[src/rtl/ccl_pkg.sv]
package ccl_pkg;
   typedef enum logic [1:0] {
      ST_I = 2'd0,
      ST_S = 2'd1,
      ST_E = 2'd2,
      ST_M = 2'd3
   } mesi_t;

   typedef enum logic [1:0] {
      OWN_NONE  = 2'd0,
      OWN_MAIN  = 2'd1,
      OWN_SNOOP = 2'd2
   } lock_own_t;

   typedef enum logic [1:0] {
      M_IDLE = 2'd0,
      M_LOCK = 2'd1,
      M_WAIT = 2'd2,
      M_FILL = 2'd3
   } main_st_t;
endpackage

[src/rtl/ccl_line_lock.sv]
module ccl_line_lock
   import ccl_pkg::*;
(
   input  logic clk,
   input  logic rst_n,
   input  logic main_req,
   input  logic snp_req,
   input  logic main_rel,
   input  logic snp_rel,
   output logic main_held,
   output logic snp_held
);
   lock_own_t owner;

   always_ff @(posedge clk) begin
      if (!rst_n) begin
         owner <= OWN_NONE;
      end else begin
         case (owner)
            OWN_MAIN:  if (main_rel) owner <= OWN_NONE;
            OWN_SNOOP: if (snp_rel)  owner <= OWN_NONE;
            default: begin
               // test-and-set: a free lock goes to one taker, snoop first
               if (snp_req)       owner <= OWN_SNOOP;
               else if (main_req) owner <= OWN_MAIN;
            end
         endcase
      end
   end

   assign main_held = (owner == OWN_MAIN);
   assign snp_held  = (owner == OWN_SNOOP);
endmodule

[src/rtl/ccl_line_store.sv]
module ccl_line_store
   import ccl_pkg::*;
#(
   parameter int NUM_LINES = 4,
   parameter int DATA_W    = 8,
   localparam int IDX_W    = $clog2(NUM_LINES)
) (
   input  logic                              clk,
   input  logic                              rst_n,
   input  logic                              main_we,
   input  logic [IDX_W-1:0]                  main_line,
   input  mesi_t                             main_st,
   input  logic [DATA_W-1:0]                 main_data,
   input  logic                              snp_we,
   input  logic [IDX_W-1:0]                  snp_line,
   input  mesi_t                             snp_st,
   output logic [NUM_LINES-1:0][1:0]         st_flat,
   output logic [NUM_LINES-1:0][DATA_W-1:0]  data_flat
);
   for (genvar i = 0; i < NUM_LINES; i++) begin : g_line
      always_ff @(posedge clk) begin
         if (!rst_n) begin
            st_flat[i]   <= ST_I;
            data_flat[i] <= '0;
         end else if (main_we && main_line == IDX_W'(i)) begin
            st_flat[i]   <= main_st;
            data_flat[i] <= main_data;
         end else if (snp_we && snp_line == IDX_W'(i)) begin
            st_flat[i]   <= snp_st;
         end
      end
   end
endmodule

[src/rtl/ccl_main_eng.sv]
module ccl_main_eng
   import ccl_pkg::*;
#(
   parameter int IDX_W  = 2,
   parameter int DATA_W = 8
) (
   input  logic              clk,
   input  logic              rst_n,
   input  logic              cpu_req_valid,
   input  logic              cpu_req_write,
   input  logic [IDX_W-1:0]  cpu_req_line,
   input  logic [DATA_W-1:0] cpu_req_wdata,
   output logic              cpu_req_ready,
   output logic              cpu_rsp_valid,
   output logic [DATA_W-1:0] cpu_rsp_rdata,
   output logic              mem_req_valid,
   output logic              mem_req_own,
   output logic [IDX_W-1:0]  mem_req_line,
   input  logic              mem_rsp_valid,
   input  logic              mem_rsp_excl,
   input  logic [DATA_W-1:0] mem_rsp_data,
   output logic              lock_req,
   input  logic              lock_held,
   output logic              lock_rel,
   output logic [IDX_W-1:0]  cur_line,
   input  mesi_t             line_st,
   input  logic [DATA_W-1:0] line_data,
   output logic              we,
   output mesi_t             wr_st,
   output logic [DATA_W-1:0] wr_data
);
   main_st_t          state;
   logic              q_write;
   logic              q_excl;
   logic [IDX_W-1:0]  q_line;
   logic [DATA_W-1:0] q_wdata;
   logic [DATA_W-1:0] q_fdata;
   logic              hit;

   assign hit = q_write ? (line_st == ST_E || line_st == ST_M) : (line_st != ST_I);

   always_comb begin
      lock_req = (state == M_LOCK) || (state == M_FILL);
      lock_rel = lock_req && lock_held;
      we       = 1'b0;
      wr_st    = ST_I;
      wr_data  = q_wdata;
      if (state == M_LOCK && lock_held && q_write && hit) begin
         we    = 1'b1;
         wr_st = ST_M;
      end else if (state == M_FILL && lock_held) begin
         we = 1'b1;
         if (!q_write) begin
            wr_st   = q_excl ? ST_E : ST_S;
            wr_data = q_fdata;
         end else if (q_excl) begin
            wr_st = ST_M;
         end else begin
            wr_st   = ST_S;
            wr_data = q_fdata;
         end
      end
   end

   always_ff @(posedge clk) begin
      if (!rst_n) begin
         state         <= M_IDLE;
         q_write       <= 1'b0;
         q_excl        <= 1'b0;
         q_line        <= '0;
         q_wdata       <= '0;
         q_fdata       <= '0;
         cpu_rsp_valid <= 1'b0;
         cpu_rsp_rdata <= '0;
         mem_req_valid <= 1'b0;
         mem_req_own   <= 1'b0;
      end else begin
         cpu_rsp_valid <= 1'b0;
         mem_req_valid <= 1'b0;
         case (state)
            M_IDLE: if (cpu_req_valid) begin
               q_write <= cpu_req_write;
               q_line  <= cpu_req_line;
               q_wdata <= cpu_req_wdata;
               state   <= M_LOCK;
            end
            M_LOCK: if (lock_held) begin
               if (hit) begin
                  cpu_rsp_valid <= 1'b1;
                  cpu_rsp_rdata <= q_write ? q_wdata : line_data;
                  state         <= M_IDLE;
               end else begin
                  mem_req_valid <= 1'b1;
                  mem_req_own   <= q_write;
                  state         <= M_WAIT;
               end
            end
            M_WAIT: if (mem_rsp_valid) begin
               q_fdata <= mem_rsp_data;
               q_excl  <= mem_rsp_excl;
               state   <= M_FILL;
            end
            default: if (lock_held) begin
               if (q_write && !q_excl) begin
                  state <= M_LOCK;
               end else begin
                  cpu_rsp_valid <= 1'b1;
                  cpu_rsp_rdata <= q_write ? q_wdata : q_fdata;
                  state         <= M_IDLE;
               end
            end
         endcase
      end
   end

   assign cpu_req_ready = (state == M_IDLE);
   assign mem_req_line  = q_line;
   assign cur_line      = q_line;
endmodule

[src/rtl/ccl_snoop_eng.sv]
module ccl_snoop_eng
   import ccl_pkg::*;
#(
   parameter int IDX_W  = 2,
   parameter int DATA_W = 8
) (
   input  logic              clk,
   input  logic              rst_n,
   input  logic              snp_req_valid,
   input  logic              snp_req_kind,
   input  logic [IDX_W-1:0]  snp_req_line,
   output logic              snp_req_ready,
   output logic              snp_rsp_valid,
   output logic              snp_rsp_hit,
   output logic              snp_rsp_dirty,
   output logic [DATA_W-1:0] snp_rsp_data,
   output logic              lock_req,
   input  logic              lock_held,
   output logic              lock_rel,
   output logic [IDX_W-1:0]  cur_line,
   input  mesi_t             line_st,
   input  logic [DATA_W-1:0] line_data,
   output logic              we,
   output mesi_t             wr_st
);
   logic             busy;
   logic             q_inval;
   logic [IDX_W-1:0] q_line;

   always_comb begin
      lock_req = busy;
      lock_rel = busy && lock_held;
      we       = lock_rel;
      if (q_inval)
         wr_st = ST_I;
      else if (line_st == ST_M || line_st == ST_E)
         wr_st = ST_S;
      else
         wr_st = line_st;
   end

   always_ff @(posedge clk) begin
      if (!rst_n) begin
         busy          <= 1'b0;
         q_inval       <= 1'b0;
         q_line        <= '0;
         snp_rsp_valid <= 1'b0;
         snp_rsp_hit   <= 1'b0;
         snp_rsp_dirty <= 1'b0;
         snp_rsp_data  <= '0;
      end else begin
         snp_rsp_valid <= 1'b0;
         if (!busy) begin
            if (snp_req_valid) begin
               busy    <= 1'b1;
               q_inval <= snp_req_kind;
               q_line  <= snp_req_line;
            end
         end else if (lock_held) begin
            busy          <= 1'b0;
            snp_rsp_valid <= 1'b1;
            snp_rsp_hit   <= (line_st != ST_I);
            snp_rsp_dirty <= (line_st == ST_M);
            snp_rsp_data  <= (line_st == ST_M) ? line_data : '0;
         end
      end
   end

   assign snp_req_ready = !busy;
   assign cur_line      = q_line;
endmodule

[src/rtl/coh_line_ctrl.sv]
module coh_line_ctrl
   import ccl_pkg::*;
#(
   parameter int NUM_LINES = 4,
   parameter int DATA_W    = 8,
   localparam int IDX_W    = $clog2(NUM_LINES)
) (
   input  logic              clk,
   input  logic              rst_n,
   input  logic              cpu_req_valid,
   input  logic              cpu_req_write,
   input  logic [IDX_W-1:0]  cpu_req_line,
   input  logic [DATA_W-1:0] cpu_req_wdata,
   output logic              cpu_req_ready,
   output logic              cpu_rsp_valid,
   output logic [DATA_W-1:0] cpu_rsp_rdata,
   output logic              mem_req_valid,
   output logic              mem_req_own,
   output logic [IDX_W-1:0]  mem_req_line,
   input  logic              mem_rsp_valid,
   input  logic              mem_rsp_excl,
   input  logic [DATA_W-1:0] mem_rsp_data,
   input  logic              snp_req_valid,
   input  logic              snp_req_kind,
   input  logic [IDX_W-1:0]  snp_req_line,
   output logic              snp_req_ready,
   output logic              snp_rsp_valid,
   output logic              snp_rsp_hit,
   output logic              snp_rsp_dirty,
   output logic [DATA_W-1:0] snp_rsp_data
);
   if (NUM_LINES < 2 || (NUM_LINES & (NUM_LINES - 1)) != 0) begin : g_bad_lines
      $error("NUM_LINES must be a power of two of at least 2");
   end
   if (DATA_W < 1) begin : g_bad_width
      $error("DATA_W must be positive");
   end

   logic [NUM_LINES-1:0][1:0]        st_flat;
   logic [NUM_LINES-1:0][DATA_W-1:0] data_flat;
   logic [NUM_LINES-1:0]             m_lreq_v, s_lreq_v, m_held_v, s_held_v;

   logic              m_lreq, m_held, m_rel, m_we;
   logic [IDX_W-1:0]  m_line;
   mesi_t             m_wr_st;
   logic [DATA_W-1:0] m_wr_data;
   logic              s_lreq, s_held, s_rel, s_we;
   logic [IDX_W-1:0]  s_line;
   mesi_t             s_wr_st;

   for (genvar i = 0; i < NUM_LINES; i++) begin : g_lock
      assign m_lreq_v[i] = m_lreq && m_line == IDX_W'(i);
      assign s_lreq_v[i] = s_lreq && s_line == IDX_W'(i);
      ccl_line_lock u_lock (
         .clk       (clk),
         .rst_n     (rst_n),
         .main_req  (m_lreq_v[i]),
         .snp_req   (s_lreq_v[i]),
         .main_rel  (m_rel && m_line == IDX_W'(i)),
         .snp_rel   (s_rel && s_line == IDX_W'(i)),
         .main_held (m_held_v[i]),
         .snp_held  (s_held_v[i])
      );
   end

   assign m_held = m_held_v[m_line];
   assign s_held = s_held_v[s_line];

   ccl_line_store #(.NUM_LINES(NUM_LINES), .DATA_W(DATA_W)) u_store (
      .clk       (clk),
      .rst_n     (rst_n),
      .main_we   (m_we),
      .main_line (m_line),
      .main_st   (m_wr_st),
      .main_data (m_wr_data),
      .snp_we    (s_we),
      .snp_line  (s_line),
      .snp_st    (s_wr_st),
      .st_flat   (st_flat),
      .data_flat (data_flat)
   );

   ccl_main_eng #(.IDX_W(IDX_W), .DATA_W(DATA_W)) u_main (
      .clk           (clk),
      .rst_n         (rst_n),
      .cpu_req_valid (cpu_req_valid),
      .cpu_req_write (cpu_req_write),
      .cpu_req_line  (cpu_req_line),
      .cpu_req_wdata (cpu_req_wdata),
      .cpu_req_ready (cpu_req_ready),
      .cpu_rsp_valid (cpu_rsp_valid),
      .cpu_rsp_rdata (cpu_rsp_rdata),
      .mem_req_valid (mem_req_valid),
      .mem_req_own   (mem_req_own),
      .mem_req_line  (mem_req_line),
      .mem_rsp_valid (mem_rsp_valid),
      .mem_rsp_excl  (mem_rsp_excl),
      .mem_rsp_data  (mem_rsp_data),
      .lock_req      (m_lreq),
      .lock_held     (m_held),
      .lock_rel      (m_rel),
      .cur_line      (m_line),
      .line_st       (mesi_t'(st_flat[m_line])),
      .line_data     (data_flat[m_line]),
      .we            (m_we),
      .wr_st         (m_wr_st),
      .wr_data       (m_wr_data)
   );

   ccl_snoop_eng #(.IDX_W(IDX_W), .DATA_W(DATA_W)) u_snoop (
      .clk           (clk),
      .rst_n         (rst_n),
      .snp_req_valid (snp_req_valid),
      .snp_req_kind  (snp_req_kind),
      .snp_req_line  (snp_req_line),
      .snp_req_ready (snp_req_ready),
      .snp_rsp_valid (snp_rsp_valid),
      .snp_rsp_hit   (snp_rsp_hit),
      .snp_rsp_dirty (snp_rsp_dirty),
      .snp_rsp_data  (snp_rsp_data),
      .lock_req      (s_lreq),
      .lock_held     (s_held),
      .lock_rel      (s_rel),
      .cur_line      (s_line),
      .line_st       (mesi_t'(st_flat[s_line])),
      .line_data     (data_flat[s_line]),
      .we            (s_we),
      .wr_st         (s_wr_st)
   );
endmodule

[config.mk]
export PLATFORM = sky130hd
export DESIGN_NAME = coh_line_ctrl
export DESIGN_NICKNAME = d
export VERILOG_FILES = /design/src/rtl/ccl_pkg.sv /design/src/rtl/ccl_line_lock.sv /design/src/rtl/ccl_line_store.sv /design/src/rtl/ccl_main_eng.sv /design/src/rtl/ccl_snoop_eng.sv /design/src/rtl/coh_line_ctrl.sv
export SDC_FILE = /design/constraint.sdc
export NUM_CORES = 1
export LEC_CHECK = 0
export BUFFER_PORTS_ARGS = -buffer_cell sky130_fd_sc_hd__buf_2
export CAP_MARGIN = 20
export CORE_ASPECT_RATIO = 1.75
export CORE_MARGIN = 3
export CORE_UTILIZATION = 45
export CTS_CLUSTER_DIAMETER = 80
export DETAILED_ROUTE_END_ITERATION = 8
export GPL_ROUTABILITY_DRIVEN = 0
export PLACE_DENSITY = 0.63
export SYNTH_ARGS = -nofsm -noshare
export SYNTH_HDL_FRONTEND = slang
export SYNTH_SLANG_ARGS = --single-unit
[constraint.sdc]
create_clock -name clk -period 2.05 [get_ports clk]
set_input_delay 0 -clock clk [delete_from_list [all_inputs] [get_ports clk]]
set_output_delay 0 -clock clk [all_outputs]
set_load 0.005 [all_outputs]
==> run summary <==
final cell count without fillers = 743
FILL cells = 959
largest net degree at the start of global routing = 33
Slew @ Worst Pin = 622 ps
initial antenna violation count = 0
Synth async-reset ratio = 0%
leakage power = 2.17 nW
fin util = 57.1%
DIE WIDTH = 84.5 um
count of final setup violators = 0
Hold WS = 63.3 ps
Cell variety after synth = 46
GRT Total Usage = 21.9%
Skew-Pair Late Insertion Delay = 350 ps
vias = 4,354
I/O Buffers = 53
CTS tree = built
Die ar. = 12,100 um2
initial core utilization = 46.5%
Placed Cells = 701
post-DR vias/cell = 5.86
Area after DPL = 5380 um2
top cell type's share of synthesized area = 39.6%
PwrDens = 695 nW/um2
cell breakdown of the critical path = buf_4 -> mux2i_1 -> o221ai_2 -> and2_1 -> o311a_1
row count = 49
# Post-CTS Setup Buffers = 0
first-pass detailed-route iteration total = 5
syn nets = 561
Critical Path AT = 2160 ps
Period minus WS final = 1930 ps
share of cells above drive strength 1 = 22.4%
hpwl dp = 9430 um
Critical Path RT = 2280 ps
most common cell in the netlist = dfxtp_1
Nets = 647
Clock transition at path regs = 60 ps
Post-Syn Instances = 525
Peak Freq = 0.517 GHz
final instance area = 5950 um2
final worst-path cycle share = 94.3%
Synth Cell Area = 4850 um2
Min-Delay Path Class = input pin to flop
Setup Skew = 8.02 ps
slowest CP cell = o311a_1
CP endpoint kind = flop
# clock sinks = 96
#FFs+latches synth = 96
outcome = complete, no violations
ANT nets after route = 0
Peak supply drop = 0.419 mV
CTS H-tree lvls = 3
synthesized area per cell = 9.24 um2
core area = 10,400 um2
Commonest cells post-synth = 96 x dfxtp_1, 70 x nand2_1, 65 x a21oi_1, 35 x a311oi_1, 27 x mux2i_1
crit path kind = flop to flop
GR Overflow Total = 0
crit-path max FO = 9
Iteration-0 DRC Markers = 356
Area contributors post-synth = dfxtp_1 40%, mux4_2 9.3%, a21oi_1 6.7%
Synth Warn # = 0
total of max-cap violations = 0
DR WL/cell = 17.3 um
# diodes = 0
crit-path max cell delay = 410 ps
CTS Buf Count = 9
slew margin rel. = 58.5%
drc violations = 0
clock root buffer = clkbuf_16
Post-synth EDFFs = 0
synthesis-to-finish area growth = 22.7%
crit start category = flop
WL final = 12,900 um
Final Hold Viols = 0
num ports = 54
first-pass GRT wire length = 21,400 um
RSZ-0062 raised after global routing = no
post-synthesis sequential area ratio = 39.6%
leading area contributor after synthesis = dfxtp_1
vias in the first global route = 4,241
prevailing post-synth register cell = dfxtp_1
die height = 143 um
max-slew violation count = 0
Max clock buf depth = 2
-- area by class of cell --
| class | count | area (um2) | share of cell area (%) |
|---|---|---|---|
| flip-flops and latches | 96 | 1920 | 32.3 |
| clock inverters | 6 | 68.8 | 1.16 |
| repair buffers | 116 | 815 | 13.7 |
| inverters | 26 | 97.6 | 1.64 |
| multi-input cells | 362 | 2660 | 44.7 |
| clock buffers | 10 | 229 | 3.85 |
| well taps | 127 | 159 | 2.67 |
-- metal layers --
metal  share of wire, %  GRT usage, %
met1                 42          27.0
met2                 52          39.4
met3                4.7          3.21
met4                1.6          6.92
met5                  0             0
-- stage by stage --
stage / power (W) / setup TNS, ps / worst slack (ps)
final: 0.00414 / 0 / 116
after global routing: 0.00430 / 0 / 12.5
after CTS: 0.00416 / 0 / 81.1
after detailed placement: 0.00245 / -483 / -87.0
after global placement: 0.00243 / 0 / 17.7
after floorplan: 0.00228 / 0 / 204
-- worst max-delay path: cells and delay by family (launching register included) --
| family | cells | cell delay (ps) |
|---|---|---|
| mux | 1 | 260 |
| flops | 1 | 400 |
| compound gates | 2 | 650 |
| simple gates | 1 | 350 |
| buf+inv | 1 | 160 |
-- cells in the final DEF, fill, tap and decap left out, types with 3 or more instances in the layout --
master	n
clkbuf_16	9
ha_1	8
a211oi_1	5
and3_1	7
nand2_1	70
nor2_1	14
a21o_1	8
buf_4	35
o21a_1	5
mux2i_1	26
and2_1	9
a21oi_1	65
dfxtp_1	95
nand3b_1	4
o21ai_0	17
o2bb2ai_1	8
nand2b_1	4
inv_1	25
dlygate4sd3_1	25
buf_2	54
o311a_1	3
nand3_1	18
a311oi_1	35
mux4_2	20
a22oi_1	6
-- report_power, final --
group	internal [W]	switching [W]	total (W)
clock network	0.000953	0.000733	0.00169
registers	0.00190	0.0000362	0.00194
logic	0.000233	0.000279	0.000512
total	0.00309	0.00105	0.00414
-- cells by family after synthesis --
family                   Yosys count  synth area share [%]
AO/OA/AOI/OAI                    165                  23.3
AND/OR/NAND/NOR                  142                  14.2
flip-flops                        96                  39.6
buffers and inverters             67                  5.91
multiplexers                      47                  14.9
adder cells (fa/ha/maj)            8                  2.06
-- registers in the layout, summed over array words and instances (netlist names), 2 cells and up --
register	flops
g_lock.u_lock.owner	8
u_main.cpu_rsp_rdata	8
u_main.cur_line	2
u_main.q_fdata	8
u_main.q_wdata	8
u_main.state	2
u_snoop.cur_line	2
u_snoop.snp_rsp_data	8
u_store.data_flat	32
u_store.st_flat	8
-- what timing repair did --
| item | CTS | global route |
|---|---|---|
| hold endpoints to repair | 28 | 0 |
| endpoints found under the setup margin | 9 | 25 |
| hold buffers | 25 | 0 |
| gates resized for setup | 1 | 6 |
| pin swaps | 0 | 0 |
-- worst paths after layout --
check	from	endpoint	cells after the start	slack [ps]
setup / recovery	u_main.cur_line[1]	u_store.st_flat[6]	5	120
hold / removal	cpu_req_valid	u_main.cur_line[0]	5	60
setup reg to reg	u_main.cur_line[1]	u_store.st_flat[6]	5	120
hold reg to reg	u_snoop.snp_rsp_data[5]	u_snoop.snp_rsp_data[5]	1	460
Power figures use the tool's default switching activity.
